$ cat config.mk
export PLATFORM = sky130hd
export DESIGN_NAME = p2p_hdr_regs
export DESIGN_NICKNAME = d
export VERILOG_FILES = /design/src/rtl/p2p_hdr_pkg.sv /design/src/rtl/p2p_bus_regs.sv /design/src/rtl/p2p_win_regs.sv /design/src/rtl/p2p_ctl_regs.sv /design/src/rtl/p2p_hdr_regs.sv
export SDC_FILE = /design/constraint.sdc
export NUM_CORES = 1
export LEC_CHECK = 0
export BUFFER_PORTS_ARGS = -buffer_cell sky130_fd_sc_hd__buf_2
export CAP_MARGIN = 40
export CORE_UTILIZATION = 50
export CTS_CLUSTER_SIZE = 28
export DETAILED_ROUTE_END_ITERATION = 12
export PLACE_DENSITY = 0.78
export SLEW_MARGIN = 20
export SYNTH_ARGS = -nofsm -noshare
export SYNTH_HDL_FRONTEND = slang
export SYNTH_HIERARCHICAL = 1
export SYNTH_SLANG_ARGS = --single-unit
export TNS_END_PERCENT = 1
$ cat constraint.sdc
create_clock -name clk -period 1.8 [get_ports clk]
set_clock_uncertainty 0.2 [all_clocks]
set_input_delay 0 -clock clk [delete_from_list [all_inputs] [get_ports clk]]
set_output_delay 0 -clock clk [all_outputs]
set_load 0.05 [all_outputs]
$ cat src/rtl/p2p_hdr_pkg.sv
`timescale 1ns/1ps
package p2p_hdr_pkg;
  localparam int DW_BITS = 32;
  localparam int LANES   = DW_BITS / 8;

  // Dword indices within the header (byte offset / 4)
  localparam int IX_CMD   = 1;
  localparam int IX_CLASS = 2;
  localparam int IX_HDR   = 3;
  localparam int IX_BUS   = 6;
  localparam int IX_IOSEC = 7;
  localparam int IX_MEM   = 8;
  localparam int IX_PF    = 9;
  localparam int IX_PFBU  = 10;
  localparam int IX_PFLU  = 11;
  localparam int IX_IOU   = 12;
  localparam int IX_BCTL  = 15;

  localparam logic [15:0] STAT_CAPS = 16'h00A0;   // 66 MHz + fast back-to-back
  localparam logic [23:0] CLASS_P2P = 24'h060400;
  localparam int          SBR_BIT   = 6;

  // Merge write data into a stored dword: only enabled lanes, only writable bits.
  function automatic logic [DW_BITS-1:0] lane_merge(
      input logic [DW_BITS-1:0] cur,
      input logic [DW_BITS-1:0] nxt,
      input logic [LANES-1:0]   be,
      input logic [DW_BITS-1:0] wmask);
    logic [DW_BITS-1:0] m;
    for (int i = 0; i < LANES; i++) m[i*8 +: 8] = be[i] ? 8'hFF : 8'h00;
    m = m & wmask;
    return (cur & ~m) | (nxt & m);
  endfunction
endpackage

$ cat src/rtl/p2p_bus_regs.sv
`timescale 1ns/1ps
module p2p_bus_regs
  import p2p_hdr_pkg::*;
#(
  parameter bit SLT_WRITABLE = 1'b0
) (
  input  logic               clk,
  input  logic               rst,
  input  logic               sec_express,
  input  logic               we,
  input  logic [DW_BITS-1:0] wdata,
  input  logic [LANES-1:0]   be,
  output logic [DW_BITS-1:0] rd_dw
);
  logic               slt_lock;
  logic [DW_BITS-1:0] wmask;
  logic [DW_BITS-1:0] r_bus;

  assign slt_lock = sec_express && !SLT_WRITABLE;
  assign wmask    = slt_lock ? 32'h00FF_FFFF : 32'hFFFF_FFFF;

  always_ff @(posedge clk) begin
    if (rst)     r_bus <= '0;
    else if (we) r_bus <= lane_merge(r_bus, wdata, be, wmask);
  end

  assign rd_dw = slt_lock ? {8'h00, r_bus[23:0]} : r_bus;
endmodule

$ cat src/rtl/p2p_win_regs.sv
`timescale 1ns/1ps
module p2p_win_regs
  import p2p_hdr_pkg::*;
#(
  parameter bit IO32 = 1'b1,
  parameter bit PF64 = 1'b1
) (
  input  logic               clk,
  input  logic               rst,
  input  logic               fwd_off,
  input  logic [DW_BITS-1:0] wdata,
  input  logic [LANES-1:0]   be,
  input  logic               we_iosec,
  input  logic               we_mem,
  input  logic               we_pf,
  input  logic               we_pfbu,
  input  logic               we_pflu,
  input  logic               we_iou,
  output logic [DW_BITS-1:0] rd_iosec,
  output logic [DW_BITS-1:0] rd_mem,
  output logic [DW_BITS-1:0] rd_pf,
  output logic [DW_BITS-1:0] rd_pfbu,
  output logic [DW_BITS-1:0] rd_pflu,
  output logic [DW_BITS-1:0] rd_iou,
  output logic [31:0]        io_base,
  output logic [31:0]        io_limit,
  output logic [31:0]        mem_base,
  output logic [31:0]        mem_limit,
  output logic [63:0]        pf_base,
  output logic [63:0]        pf_limit
);
  localparam logic [3:0]  IO_TYPE = IO32 ? 4'h1 : 4'h0;
  localparam logic [3:0]  PF_TYPE = PF64 ? 4'h1 : 4'h0;
  localparam logic [31:0] M_IOSEC = 32'h0000_F0F0;
  localparam logic [31:0] M_RANGE = 32'hFFF0_FFF0;
  localparam logic [31:0] M_PFUP  = PF64 ? 32'hFFFF_FFFF : 32'h0;
  localparam logic [31:0] M_IOUP  = IO32 ? 32'hFFFF_FFFF : 32'h0;
  // forwarding-off reset images: base address bits ones, limit bits zero
  localparam logic [31:0] OFF_IOSEC = 32'h0000_00F0;
  localparam logic [31:0] OFF_RANGE = 32'h0000_FFF0;

  logic [31:0] r_iosec, r_mem, r_pf, r_pfbu, r_pflu, r_iou;

  always_ff @(posedge clk) begin
    if (rst) begin
      r_iosec <= fwd_off ? OFF_IOSEC : '0;
      r_mem   <= fwd_off ? OFF_RANGE : '0;
      r_pf    <= fwd_off ? OFF_RANGE : '0;
      r_pfbu  <= '0;
      r_pflu  <= '0;
      r_iou   <= '0;
    end else begin
      if (we_iosec) r_iosec <= lane_merge(r_iosec, wdata, be, M_IOSEC);
      if (we_mem)   r_mem   <= lane_merge(r_mem,   wdata, be, M_RANGE);
      if (we_pf)    r_pf    <= lane_merge(r_pf,    wdata, be, M_RANGE);
      if (we_pfbu)  r_pfbu  <= lane_merge(r_pfbu,  wdata, be, M_PFUP);
      if (we_pflu)  r_pflu  <= lane_merge(r_pflu,  wdata, be, M_PFUP);
      if (we_iou)   r_iou   <= lane_merge(r_iou,   wdata, be, M_IOUP);
    end
  end

  assign rd_iosec = {STAT_CAPS, r_iosec[15:12], IO_TYPE, r_iosec[7:4], IO_TYPE};
  assign rd_mem   = r_mem;
  assign rd_pf    = {r_pf[31:20], PF_TYPE, r_pf[15:4], PF_TYPE};
  assign rd_pfbu  = r_pfbu;
  assign rd_pflu  = r_pflu;
  assign rd_iou   = r_iou;

  assign io_base   = {r_iou[15:0],  r_iosec[7:4],   12'h000};
  assign io_limit  = {r_iou[31:16], r_iosec[15:12], 12'hFFF};
  assign mem_base  = {r_mem[15:4],  20'h00000};
  assign mem_limit = {r_mem[31:20], 20'hFFFFF};
  assign pf_base   = {r_pfbu, r_pf[15:4],  20'h00000};
  assign pf_limit  = {r_pflu, r_pf[31:20], 20'hFFFFF};
endmodule

$ cat src/rtl/p2p_ctl_regs.sv
`timescale 1ns/1ps
module p2p_ctl_regs
  import p2p_hdr_pkg::*;
(
  input  logic               clk,
  input  logic               rst,
  input  logic [DW_BITS-1:0] wdata,
  input  logic [LANES-1:0]   be,
  input  logic               we_cmd,
  input  logic               we_bctl,
  output logic [DW_BITS-1:0] rd_cmd,
  output logic [DW_BITS-1:0] rd_bctl,
  output logic [15:0]        cmd,
  output logic [15:0]        bctl,
  output logic               sbr_pulse
);
  localparam logic [31:0] M_CMD  = 32'h0000_0547;
  localparam logic [31:0] M_BCTL = 32'h007F_0000;

  logic [31:0] cmd_nxt, bctl_nxt;
  logic        sbr_rise;

  assign cmd_nxt  = lane_merge({16'h0, cmd},  wdata, be, M_CMD);
  assign bctl_nxt = lane_merge({bctl, 16'h0}, wdata, be, M_BCTL);
  assign sbr_rise = we_bctl && !bctl[SBR_BIT] && bctl_nxt[16+SBR_BIT];

  always_ff @(posedge clk) begin
    if (rst) begin
      cmd       <= '0;
      bctl      <= '0;
      sbr_pulse <= 1'b0;
    end else begin
      if (we_cmd)  cmd  <= cmd_nxt[15:0];
      if (we_bctl) bctl <= bctl_nxt[31:16];
      sbr_pulse <= sbr_rise;
    end
  end

  assign rd_cmd  = {STAT_CAPS, cmd};
  assign rd_bctl = {bctl, 16'h0000};
endmodule

$ cat src/rtl/p2p_hdr_regs.sv
`timescale 1ns/1ps
module p2p_hdr_regs
  import p2p_hdr_pkg::*;
#(
  parameter int         ADDR_W       = 6,
  parameter bit         IO32         = 1'b1,
  parameter bit         PF64         = 1'b1,
  parameter bit         MULTI_FN     = 1'b0,
  parameter logic [7:0] REV          = 8'h02,
  parameter bit         SLT_WRITABLE = 1'b0
) (
  input  logic              clk,
  input  logic              rst,
  input  logic              rst_fwd_off,
  input  logic              sec_express,
  input  logic              wr_en,
  input  logic              rd_en,
  input  logic [ADDR_W-1:0] addr,
  input  logic [31:0]       wdata,
  input  logic [3:0]        be,
  output logic [31:0]       rdata,
  output logic              rd_valid,
  output logic              cmd_io_en,
  output logic              cmd_mem_en,
  output logic [15:0]       bridge_ctl,
  output logic [31:0]       io_base,
  output logic [31:0]       io_limit,
  output logic [31:0]       mem_base,
  output logic [31:0]       mem_limit,
  output logic [63:0]       pf_base,
  output logic [63:0]       pf_limit,
  output logic              sec_bus_rst
);
  localparam logic [31:0] DW_CLASS = {CLASS_P2P, REV};
  localparam logic [31:0] DW_HDR   = {8'h00, MULTI_FN, 7'h01, 16'h0000};

  function automatic logic hit(input logic [ADDR_W-1:0] a, input int ix);
    return a == ADDR_W'(ix);
  endfunction

  logic we_cmd, we_bus, we_iosec, we_mem, we_pf, we_pfbu, we_pflu, we_iou, we_bctl;
  assign we_cmd   = wr_en && hit(addr, IX_CMD);
  assign we_bus   = wr_en && hit(addr, IX_BUS);
  assign we_iosec = wr_en && hit(addr, IX_IOSEC);
  assign we_mem   = wr_en && hit(addr, IX_MEM);
  assign we_pf    = wr_en && hit(addr, IX_PF);
  assign we_pfbu  = wr_en && hit(addr, IX_PFBU);
  assign we_pflu  = wr_en && hit(addr, IX_PFLU);
  assign we_iou   = wr_en && hit(addr, IX_IOU);
  assign we_bctl  = wr_en && hit(addr, IX_BCTL);

  logic [31:0] rd_bus, rd_iosec, rd_mem, rd_pf, rd_pfbu, rd_pflu, rd_iou, rd_cmd, rd_bctl;
  logic [15:0] cmd_w;

  p2p_bus_regs #(.SLT_WRITABLE(SLT_WRITABLE)) u_bus (
    .clk(clk), .rst(rst), .sec_express(sec_express),
    .we(we_bus), .wdata(wdata), .be(be), .rd_dw(rd_bus)
  );

  p2p_win_regs #(.IO32(IO32), .PF64(PF64)) u_win (
    .clk(clk), .rst(rst), .fwd_off(rst_fwd_off), .wdata(wdata), .be(be),
    .we_iosec(we_iosec), .we_mem(we_mem), .we_pf(we_pf),
    .we_pfbu(we_pfbu), .we_pflu(we_pflu), .we_iou(we_iou),
    .rd_iosec(rd_iosec), .rd_mem(rd_mem), .rd_pf(rd_pf),
    .rd_pfbu(rd_pfbu), .rd_pflu(rd_pflu), .rd_iou(rd_iou),
    .io_base(io_base), .io_limit(io_limit),
    .mem_base(mem_base), .mem_limit(mem_limit),
    .pf_base(pf_base), .pf_limit(pf_limit)
  );

  p2p_ctl_regs u_ctl (
    .clk(clk), .rst(rst), .wdata(wdata), .be(be),
    .we_cmd(we_cmd), .we_bctl(we_bctl),
    .rd_cmd(rd_cmd), .rd_bctl(rd_bctl),
    .cmd(cmd_w), .bctl(bridge_ctl), .sbr_pulse(sec_bus_rst)
  );

  assign cmd_io_en  = cmd_w[0];
  assign cmd_mem_en = cmd_w[1];

  logic [31:0] rd_mux;
  always_comb begin
    rd_mux = '0;
    if      (hit(addr, IX_CMD))   rd_mux = rd_cmd;
    else if (hit(addr, IX_CLASS)) rd_mux = DW_CLASS;
    else if (hit(addr, IX_HDR))   rd_mux = DW_HDR;
    else if (hit(addr, IX_BUS))   rd_mux = rd_bus;
    else if (hit(addr, IX_IOSEC)) rd_mux = rd_iosec;
    else if (hit(addr, IX_MEM))   rd_mux = rd_mem;
    else if (hit(addr, IX_PF))    rd_mux = rd_pf;
    else if (hit(addr, IX_PFBU))  rd_mux = rd_pfbu;
    else if (hit(addr, IX_PFLU))  rd_mux = rd_pflu;
    else if (hit(addr, IX_IOU))   rd_mux = rd_iou;
    else if (hit(addr, IX_BCTL))  rd_mux = rd_bctl;
  end

  always_ff @(posedge clk) begin
    if (rst) begin
      rdata    <= '0;
      rd_valid <= 1'b0;
    end else begin
      rd_valid <= rd_en;
      if (rd_en) rdata <= rd_mux;
    end
  end
endmodule

==> metrics.json, run 1 <==
{
  "timing": {
    "maxSlewViolCount": 0,
    "achievable-frequency_mhz": 562,
    "finalWorstPathRequiredPeriod_ns": 1.78,
    "final.period_utilization_pct": 98.8,
    "timing.final.ws_setup_ns": 0.0216,
    "hold_viol_final": 0,
    "timing_worst_slew_pin_value_ns": 0.666,
    "slew_headroom_pct": 55.6,
    "rsz0062_at_grt": "true",
    "final-setup-viol-count": 0
  },
  "cells_and_area": {
    "area.growth.synth_to_final_pct": 10.9,
    "total_nets_final": 1767,
    "final_layout_size_suffix_gt1_share_pct": 26.7
  },
  "power_and_ir_drop": {
    "intPower_mw": 9.21,
    "switching_share_pct": 30.4,
    "p_comb_share_pct": 17.3,
    "total_power_mw": 13.2,
    "net-switching-power_mw": 4.02,
    "pwr-share-clk_pct": 40.5,
    "peakVddDrop_v": 0.000710,
    "power.share.sequential_pct": 42.2,
    "p_leak_nw": 7.41,
    "power_per_cell_area_nw_per_um2": 817
  },
  "placed_design": {
    "hpwl_mm": 30.6,
    "pre_cts_slack_ns": -0.250,
    "numPortBuffers": 242,
    "place_congestion": 0.917
  },
  "global_routing": {
    "globalRoute.totalOverflow": 0,
    "grt_max_degree": 90,
    "groute.usage.overall_pct": 27.5,
    "grt_pass1_wl_mm": 64.4,
    "grt_util_met3_pct": 6.05,
    "grt_util_met2_pct": 42.3,
    "number_of_antenna_violations_at_the_first_check_in_global_routing": 4,
    "via_count_of_the_first_global_routing_pass": 10900,
    "global_route.peak_usage_layer": "met2",
    "grt_util_met1_pct": 36.9
  },
  "floorplan": {
    "die-height_um": 173,
    "core_area_um2": 28700,
    "chipWidth_um": 173,
    "boundaryPins": 356,
    "die-area_um2": 29900,
    "rows": 62,
    "initial_utilization_pct": 50.8
  },
  "logic_synthesis": {
    "yosysWarnings": 6,
    "synthesis.area_per_instance_um2": 9.30,
    "synth_cells": 1569,
    "syn-cell-area_um2": 14600
  },
  "clock_tree": {
    "cts_num_sinks": 231,
    "path_clk_slew_ns": 0.07,
    "worstSkewPairLatency_ns": 0.53,
    "tritoncts.num_buffers": 25,
    "clockBufferDepth": 3,
    "cts.htree.levels": 1,
    "cts_tree": "done",
    "clockRootBuffer": "sky130_fd_sc_hd__clkbuf_16"
  },
  "critical_path": {
    "crit_family": "buffers and inverters",
    "cpPeakStageDelay_ns": 0.56,
    "path_common_cell": "sky130_fd_sc_hd__buf_12",
    "worst_path_max_delay_cell": "sky130_fd_sc_hd__dlygate4sd3_1",
    "critPathLaunchType": "primary input",
    "worst_ep_required_time_ns": 2.06,
    "crit_type": "in2reg",
    "cp_cell_sequence": "buf_2, buf_12, nor4b_4, buf_4, nand2_2, nor2_4, buf_12, nand3_1, dlygate4sd3_1, a21oi_1",
    "end_kind": "flip-flop",
    "timing.critical_path.fanout_max": 16,
    "worst-path-buf-inv": 5,
    "cp.arrival_ns": 2.04
  },
  "detailed_routing": {
    "finalWirelength_mm": 43.7,
    "drt_iter0_drc": 1159,
    "routedWlPerCell_um": 20.5,
    "drc": 0,
    "via_count": 11500,
    "drt-vias-per-instance": 5.43,
    "ant_nets": 0,
    "dr.pass1.iters": 5
  },
  "worst_hold_path": {
    "hp-class": "in2reg"
  },
  "outcome": {
    "outcome": "completed"
  },
  "run": {
    "max_capacitance_violation_count": 0
  }
}
[per-layer routing]
| metal | wire, um | part of all wire [%] | up-vias |
|---|---|---|---|
| met5 | 0 | 0 | - |
| met4 | 2090 | 4.8 | 0 |
| met3 | 4260 | 9.7 | 136 |
| met2 | 19200 | 44 | 728 |
| met1 | 18100 | 41 | 5525 |
| li1 | - | - | 5147 |
[layout make-up]
cell class                 instances  area [um2]
antenna                            4        10.0
clock inverter                    10         106
tap                              384         480
timing repair buffer             407        2980
sequential                       231        5180
clock buffer                      35         746
inverter                           9        33.8
multi-input combinational       1045        6650
fill                            2421       12500
[what timing repair did]
action                                 in CTS  in global routing
resized for setup                           0                 16
setup endpoints to repair                   0                 15
endpoints found under the hold margin     287                  0
hold buffers                               58                  0
setup buffers                               0                  7
[power groups by stage]
stage / Sequential (mW) / Combinational [mW] / Clock, mW
final: 5.58 / 2.29 / 5.35
after global routing: 5.60 / 2.39 / 5.61
after floorplan: 6.17 / 1.60 / 0
after CTS: 5.58 / 2.24 / 5.39
after detailed placement: 5.69 / 2.16 / 0
after global placement: 5.69 / 2.14 / 0
[per-stage QoR]
step | setup TNS, ns | hold slack (ns) | utilization (%) | cell area (um2) | cells
final | 0 | 0.0267 | 56.4 | 16200 | 2125
after global routing | -0.156 | 0.0367 | 56.4 | 16200 | 2125
after detailed placement | -15.31 | 0.0854 | 50.9 | 14600 | 2010
after floorplan | -2.27 | -0.131 | - | 15400 | 1769
after global placement | -16.72 | 0.0804 | 50.9 | 14600 | 2010
after CTS | 0 | 0.0118 | 55.9 | 16000 | 2113
[worst reg2reg max path: cells and delay by family, from the launching register on]
family | cells | cell delay (ns)
flops | 1 | 0.41
simple gates | 1 | 0.10
compound gates | 2 | 0.53
mux | 1 | 0.35
[path summary, 6_finish.rpt]
check	startpoint	to	slack, ns	depth (start not counted)
min	wr_en	flip-flop	0.03	7
min reg2reg	flip-flop	flip-flop	0.28	2
max	addr[3]	flip-flop	0.02	10
max reg2reg	u_win/r_pf[23]$_SDFFCE_PP0P_	rdata[23]$_SDFFE_PP0P_	0.08	4
[cells in the final DEF (no fill, tap or decap), drive strengths merged, types with 10 or more instances in the layout]
cell type and n:
dfxtp 175, a22oi 24, edfxtp 56, mux2i 139, nand2 28, a21bo 36, nand3 38, a21oi 105
nor2 78, nand2b 170, a221oi 27, buf 348, dlygate4sd3 48, conb 204, o21ai 53, clkbuf 37
a311oi 25, nor3 10, a21o 41
(Power assumes the default switching activity.)
==> run 2, diff against run 1 <==
CORE_UTILIZATION = 47   (was 50)
PLACE_DENSITY = 0.77   (was 0.78)
SYNTH_HIERARCHICAL = default   (was 1)
==> run 2 against run 1 <==
  * The flow now finishes with violations (hold timing)
  * Critical path type unchanged
  * Cell count decreased by 6.8%
  * Non-clock buffer count increased by 40
  * Final area decreased by 8.3%
  * Total power decreased by 1.5%
==> metrics.json, run 2 <==
{
  "global_routing": {
    "via_count_of_the_first_global_routing_pass": {"value": 10400, "change": "was 10900"},
    "grt_util_met3": {"value": 5.95, "unit": "%", "change": "was 6.05%"},
    "grt_util_met1": {"value": 38.9, "unit": "%", "change": "was 36.9%"},
    "grt_max_degree": {"value": 73, "change": "was 90"},
    "global_route.peak_usage_layer": {"value": "met2", "change": "unchanged"},
    "globalRoute.totalOverflow": {"value": 0, "change": "unchanged"},
    "grt_pass1_wl": {"value": 58.8, "unit": "mm", "change": "was 64.4 mm"},
    "number_of_antenna_violations_at_the_first_check_in_global_routing": {"value": 0, "change": "was 4"},
    "grt_util_met2": {"value": 50.5, "unit": "%", "change": "was 42.3%"},
    "groute.usage.overall": {"value": 31.2, "unit": "%", "change": "was 27.5%"}
  },
  "logic_synthesis": {
    "sequential_element_share_of_the_synthesized_area_pct": 46.1,
    "synthMostInstantiatedCell": "sky130_fd_sc_hd__dfxtp_1",
    "yosysWarnings": {"value": 0, "change": "was 6"},
    "synth_top_family_by_area": "compound AO/OA/AOI/OAI gates",
    "synth_top_cell_area_share_pct": 31.1,
    "yosys.area_share.adder_pct": 0,
    "synth_top_area_cell": "sky130_fd_sc_hd__dfxtp_1",
    "synthFlopType": "sky130_fd_sc_hd__dfxtp_1",
    "synthesis.area_per_instance": {"value": 9.05, "unit": "um2", "change": "was 9.30 um2"},
    "post_synth_simple_gate_area_pct": 14.7,
    "synth_cells": {"value": 1243, "change": "was 1569"},
    "share_of_the_synthesized_area_in_compound_gates_ao_oa_aoi_oai_pct": 20.0,
    "synth_common_cells": "sky130_fd_sc_hd__dfxtp_1 (175), sky130_fd_sc_hd__nand2_1 (139), sky130_fd_sc_hd__a21oi_1 (137)",
    "yosys.area_share.xor_xnor_pct": 0,
    "syn-cell-area": {"value": 11200, "unit": "um2", "change": "was 14600 um2"},
    "synth_edf_count": 56,
    "netlist_top_cells_area": "sky130_fd_sc_hd__dfxtp_1 (31%), sky130_fd_sc_hd__edfxtp_1 (15%), sky130_fd_sc_hd__mux2i_1 (8.4%), sky130_fd_sc_hd__buf_4 (7.6%), sky130_fd_sc_hd__a21oi_1 (6.1%)",
    "async_flop_share_pct": 0,
    "synth_cell_type_count": 71,
    "synth_mux_area_share_pct": 8.46,
    "ys_seq_elements": 231
  },
  "placed_design": {
    "hpwl": {"value": 28.3, "unit": "mm", "change": "was 30.6 mm"},
    "dpl.cell_count": {"value": 1880, "change": "was 2010"},
    "pre_cts_slack": {"value": -0.255, "unit": "ns", "change": "was -0.250 ns"},
    "numPortBuffers": {"value": 242, "change": "unchanged"},
    "place_congestion": {"value": 0.952, "change": "was 0.917"}
  },
  "clock_tree": {
    "clockRootBuffer": {"value": "sky130_fd_sc_hd__clkbuf_16", "change": "unchanged"},
    "worstSkewPairLatency": {"value": 0.52, "unit": "ns", "change": "was 0.53 ns"},
    "cts_tree": {"value": "done", "change": "unchanged"},
    "clockBufferDepth": {"value": 3, "change": "unchanged"},
    "cts.htree.levels": {"value": 1, "change": "unchanged"},
    "cts_num_sinks": {"value": 231, "change": "unchanged"},
    "path_clk_slew": {"value": 0.06, "unit": "ns", "change": "was 0.07 ns"},
    "post_cts_setup_inserts": {"value": 0, "change": "unchanged"},
    "tritoncts.num_buffers": {"value": 26, "change": "was 25"}
  },
  "critical_path": {
    "r2r_setup_slack": {"value": 0.10, "unit": "ns", "change": "was 0.08 ns"},
    "reg2reg_to": {"value": "rdata[8]$_SDFFE_PP0P_", "change": "was rdata[23]$_SDFFE_PP0P_"},
    "critPathLaunchType": {"value": "primary input", "change": "unchanged"},
    "cp.arrival": {"value": 1.87, "unit": "ns", "change": "was 2.04 ns"},
    "timing.critical_path.fanout_max": {"value": 12, "change": "was 16"},
    "crit_type": {"value": "in2reg", "change": "unchanged"},
    "timing.reg2reg.worst_path_depth": {"value": 5, "change": "was 4"},
    "end_kind": {"value": "flip-flop", "change": "unchanged"},
    "worst_ep_required_time": {"value": 1.88, "unit": "ns", "change": "was 2.06 ns"}
  },
  "floorplan": {
    "initial_utilization": {"value": 47.9, "unit": "%", "change": "was 50.8%"},
    "boundaryPins": {"value": 356, "change": "unchanged"},
    "die-area": {"value": 24600, "unit": "um2", "change": "was 29900 um2"},
    "chipWidth": {"value": 157, "unit": "um", "change": "was 173 um"},
    "rows": {"value": 56, "change": "was 62"},
    "core_area": {"value": 23500, "unit": "um2", "change": "was 28700 um2"},
    "die-height": {"value": 157, "unit": "um", "change": "was 173 um"}
  },
  "worst_hold_path": {
    "hold_path.startpoint": {"value": "addr[5]", "change": "was wr_en"},
    "hold-path-cell-count": {"value": 6, "change": "was 7"},
    "hold_path_end": "rdata[8]$_SDFFE_PP0P_",
    "hp-class": {"value": "in2reg", "change": "unchanged"}
  },
  "power_and_ir_drop": {
    "p_leak": {"value": 6.75, "unit": "nW", "change": "was 7.41 nW"},
    "p_comb_share": {"value": 16.1, "unit": "%", "change": "was 17.3%"},
    "intPower": {"value": 9.16, "unit": "mW", "change": "was 9.21 mW"},
    "power_per_cell_area": {"value": 878, "unit": "nW/um2", "change": "was 817 nW/um2"},
    "power.share.sequential": {"value": 42.8, "unit": "%", "change": "was 42.2%"},
    "switching_share": {"value": 29.7, "unit": "%", "change": "was 30.4%"},
    "net-switching-power": {"value": 3.87, "unit": "mW", "change": "was 4.02 mW"},
    "pwr-share-clk": {"value": 41.1, "unit": "%", "change": "was 40.5%"},
    "peakVddDrop": {"value": 0.000600, "unit": "V", "change": "was 0.000710 V"}
  },
  "detailed_routing": {
    "ant_nets": {"value": 0, "change": "unchanged"},
    "drt-vias-per-instance": {"value": 5.64, "change": "was 5.43"},
    "via_count": {"value": 11200, "change": "was 11500"},
    "dr.pass1.iters": {"value": 6, "change": "was 5"},
    "finalWirelength": {"value": 39.4, "unit": "mm", "change": "was 43.7 mm"},
    "drc": {"value": 0, "change": "unchanged"},
    "drt_iter0_drc": {"value": 1210, "change": "was 1159"},
    "routedWlPerCell": {"value": 19.9, "unit": "um", "change": "was 20.5 um"}
  },
  "outcome": {
    "outcome": {"value": "complete, but fails checks", "change": "was completed"},
    "violations": "hold timing"
  },
  "timing": {
    "finalWorstPathRequiredPeriod": {"value": 1.79, "unit": "ns", "change": "was 1.78 ns"},
    "timing.final.ws_setup": {"value": 0.00853, "unit": "ns", "change": "was 0.0216 ns"},
    "setup_total_negative_slack": {"value": 0, "unit": "ns", "change": "unchanged"},
    "rsz0062_at_grt": {"value": "true", "change": "unchanged"},
    "timing_worst_slew_pin_value": {"value": 0.768, "unit": "ns", "change": "was 0.666 ns"},
    "final.hold.worst_slack": {"value": -0.0174, "unit": "ns", "change": "was 0.0267 ns"},
    "slew_headroom": {"value": 48.8, "unit": "%", "change": "was 55.6%"},
    "final-setup-viol-count": {"value": 0, "change": "unchanged"},
    "hold_viol_final": {"value": 1, "change": "was 0"},
    "maxSlewViolCount": {"value": 0, "change": "unchanged"},
    "final.period_utilization": {"value": 99.5, "unit": "%", "change": "was 98.8%"},
    "achievable-frequency": {"value": 558, "unit": "MHz", "change": "was 562 MHz"}
  },
  "cells_and_area": {
    "finish.cell_count_without_fillers": {"value": 1980, "change": "was 2125"},
    "final_layout_size_suffix_gt1_share": {"value": 28.0, "unit": "%", "change": "was 26.7%"},
    "area.growth.synth_to_final": {"value": 31.9, "unit": "%", "change": "was 10.9%"},
    "layout.cells.most_common_list": {"value": "sky130_fd_sc_hd__buf_2 (240), sky130_fd_sc_hd__dfxtp_1 (175), sky130_fd_sc_hd__buf_4 (143)", "change": "was sky130_fd_sc_hd__buf_2 (241), sky130_fd_sc_hd__conb_1 (204), sky130_fd_sc_hd__dfxtp_1 (175)"},
    "total_nets_final": {"value": 1688, "change": "was 1767"},
    "layout_commonest_cell": {"value": "sky130_fd_sc_hd__buf_2", "change": "unchanged"}
  },
  "run": {
    "max_capacitance_violation_count": {"value": 0, "change": "unchanged"}
  }
}
## run 2: cell count changes in the layout (fill, tap and decap cells not counted), moves of 23 or more
cell                       delta
sky130_fd_sc_hd__o21ai_1     -24
sky130_fd_sc_hd__nand2_1    +117
sky130_fd_sc_hd__a21bo_2     -27
sky130_fd_sc_hd__nand3_1     -30
sky130_fd_sc_hd__o21ai_0     +66
sky130_fd_sc_hd__mux2i_1     -45
sky130_fd_sc_hd__buf_4       +63
sky130_fd_sc_hd__conb_1      -91
sky130_fd_sc_hd__nand2b_1   -127
sky130_fd_sc_hd__nor2_1      +33
sky130_fd_sc_hd__a311oi_1    -23
sky130_fd_sc_hd__a21oi_1     +37
## run 2: per-stage QoR
step	util, %	area, um2	power [mW]
finish	63.2	14800	13.0
global route	63.2	14800	13.4
CTS	63.1	14800	13.0
detailed placement	57.2	13400	7.64
global placement	57.1	13400	7.62
floorplan	-	11700	7.24
## run 2: worst max-delay path, cell delays in order
cell and delay [ns]:
sky130_fd_sc_hd__buf_2 0.18, sky130_fd_sc_hd__dlygate4sd3_1 0.74, sky130_fd_sc_hd__buf_4 0.23, sky130_fd_sc_hd__a21oi_1 0.37, sky130_fd_sc_hd__inv_1 0.16, sky130_fd_sc_hd__buf_12 0.18
## run 2: cell type report
cell class | instances | area, um2
Multi-Input combinational cell | 922 | 5300
Fill cell | 1890 | 8630
Timing Repair Buffer | 447 | 3030
Antenna cell | 1 | 2.50
Clock buffer | 37 | 795
Tap cell | 319 | 399
Sequential cell | 231 | 5180
Clock inverter | 11 | 83.8
Inverter | 12 | 45.0
## run 2: what timing repair did
item | in CTS | in global routing
setup endpoints to repair | 0 | 11
resized for setup | 0 | 10
hold buffers | 51 | 0
hold endpoints to repair | 259 | 0
## run 2: power groups by stage
stage               registers [mW]  clock network (mW)  logic, mW
global placement              5.68                   0       1.94
CTS                           5.57                5.38       2.05
detailed placement            5.69                   0       1.96
finish                        5.58                5.36       2.09
floorplan                     6.09                   0       1.15
global route                  5.59                5.59       2.18
## run 2: kinds of logic (layout without fill, tap and decap cells)
group | after synthesis | after routing
flip-flops | 231 | 231
multiplexers | 95 | 95
AND/OR/NAND/NOR | 351 | 351
buffers and inverters | 201 | 507
AO/OA/AOI/OAI | 363 | 363
other | 2 | 114
## run 2: how the worst max path moves through the flow
stage	startpoint	endpoint	depth (start not counted)	slack (ns)
floorplan	addr[0]	flip-flop	6	-0.10
global placement	addr[1]	rdata[14]$_SDFFE_PP0P_	8	-0.28
detailed placement	addr[2]	rdata[4]$_SDFFE_PP0P_	7	-0.25
CTS	rst	rdata[9]$_SDFFE_PP0P_	8	0.03
global route	addr[5]	flip-flop	11	-0.05
finish	wr_en	u_win.rd_mem[23]$_SDFFCE_PP0P_	6	0.009
## run 2: routing by layer
metal	part of all wire, %	routed length, um
met2	47	18600
met5	0	0
met1	38	14900
met4	4.7	1860
met3	10	4090
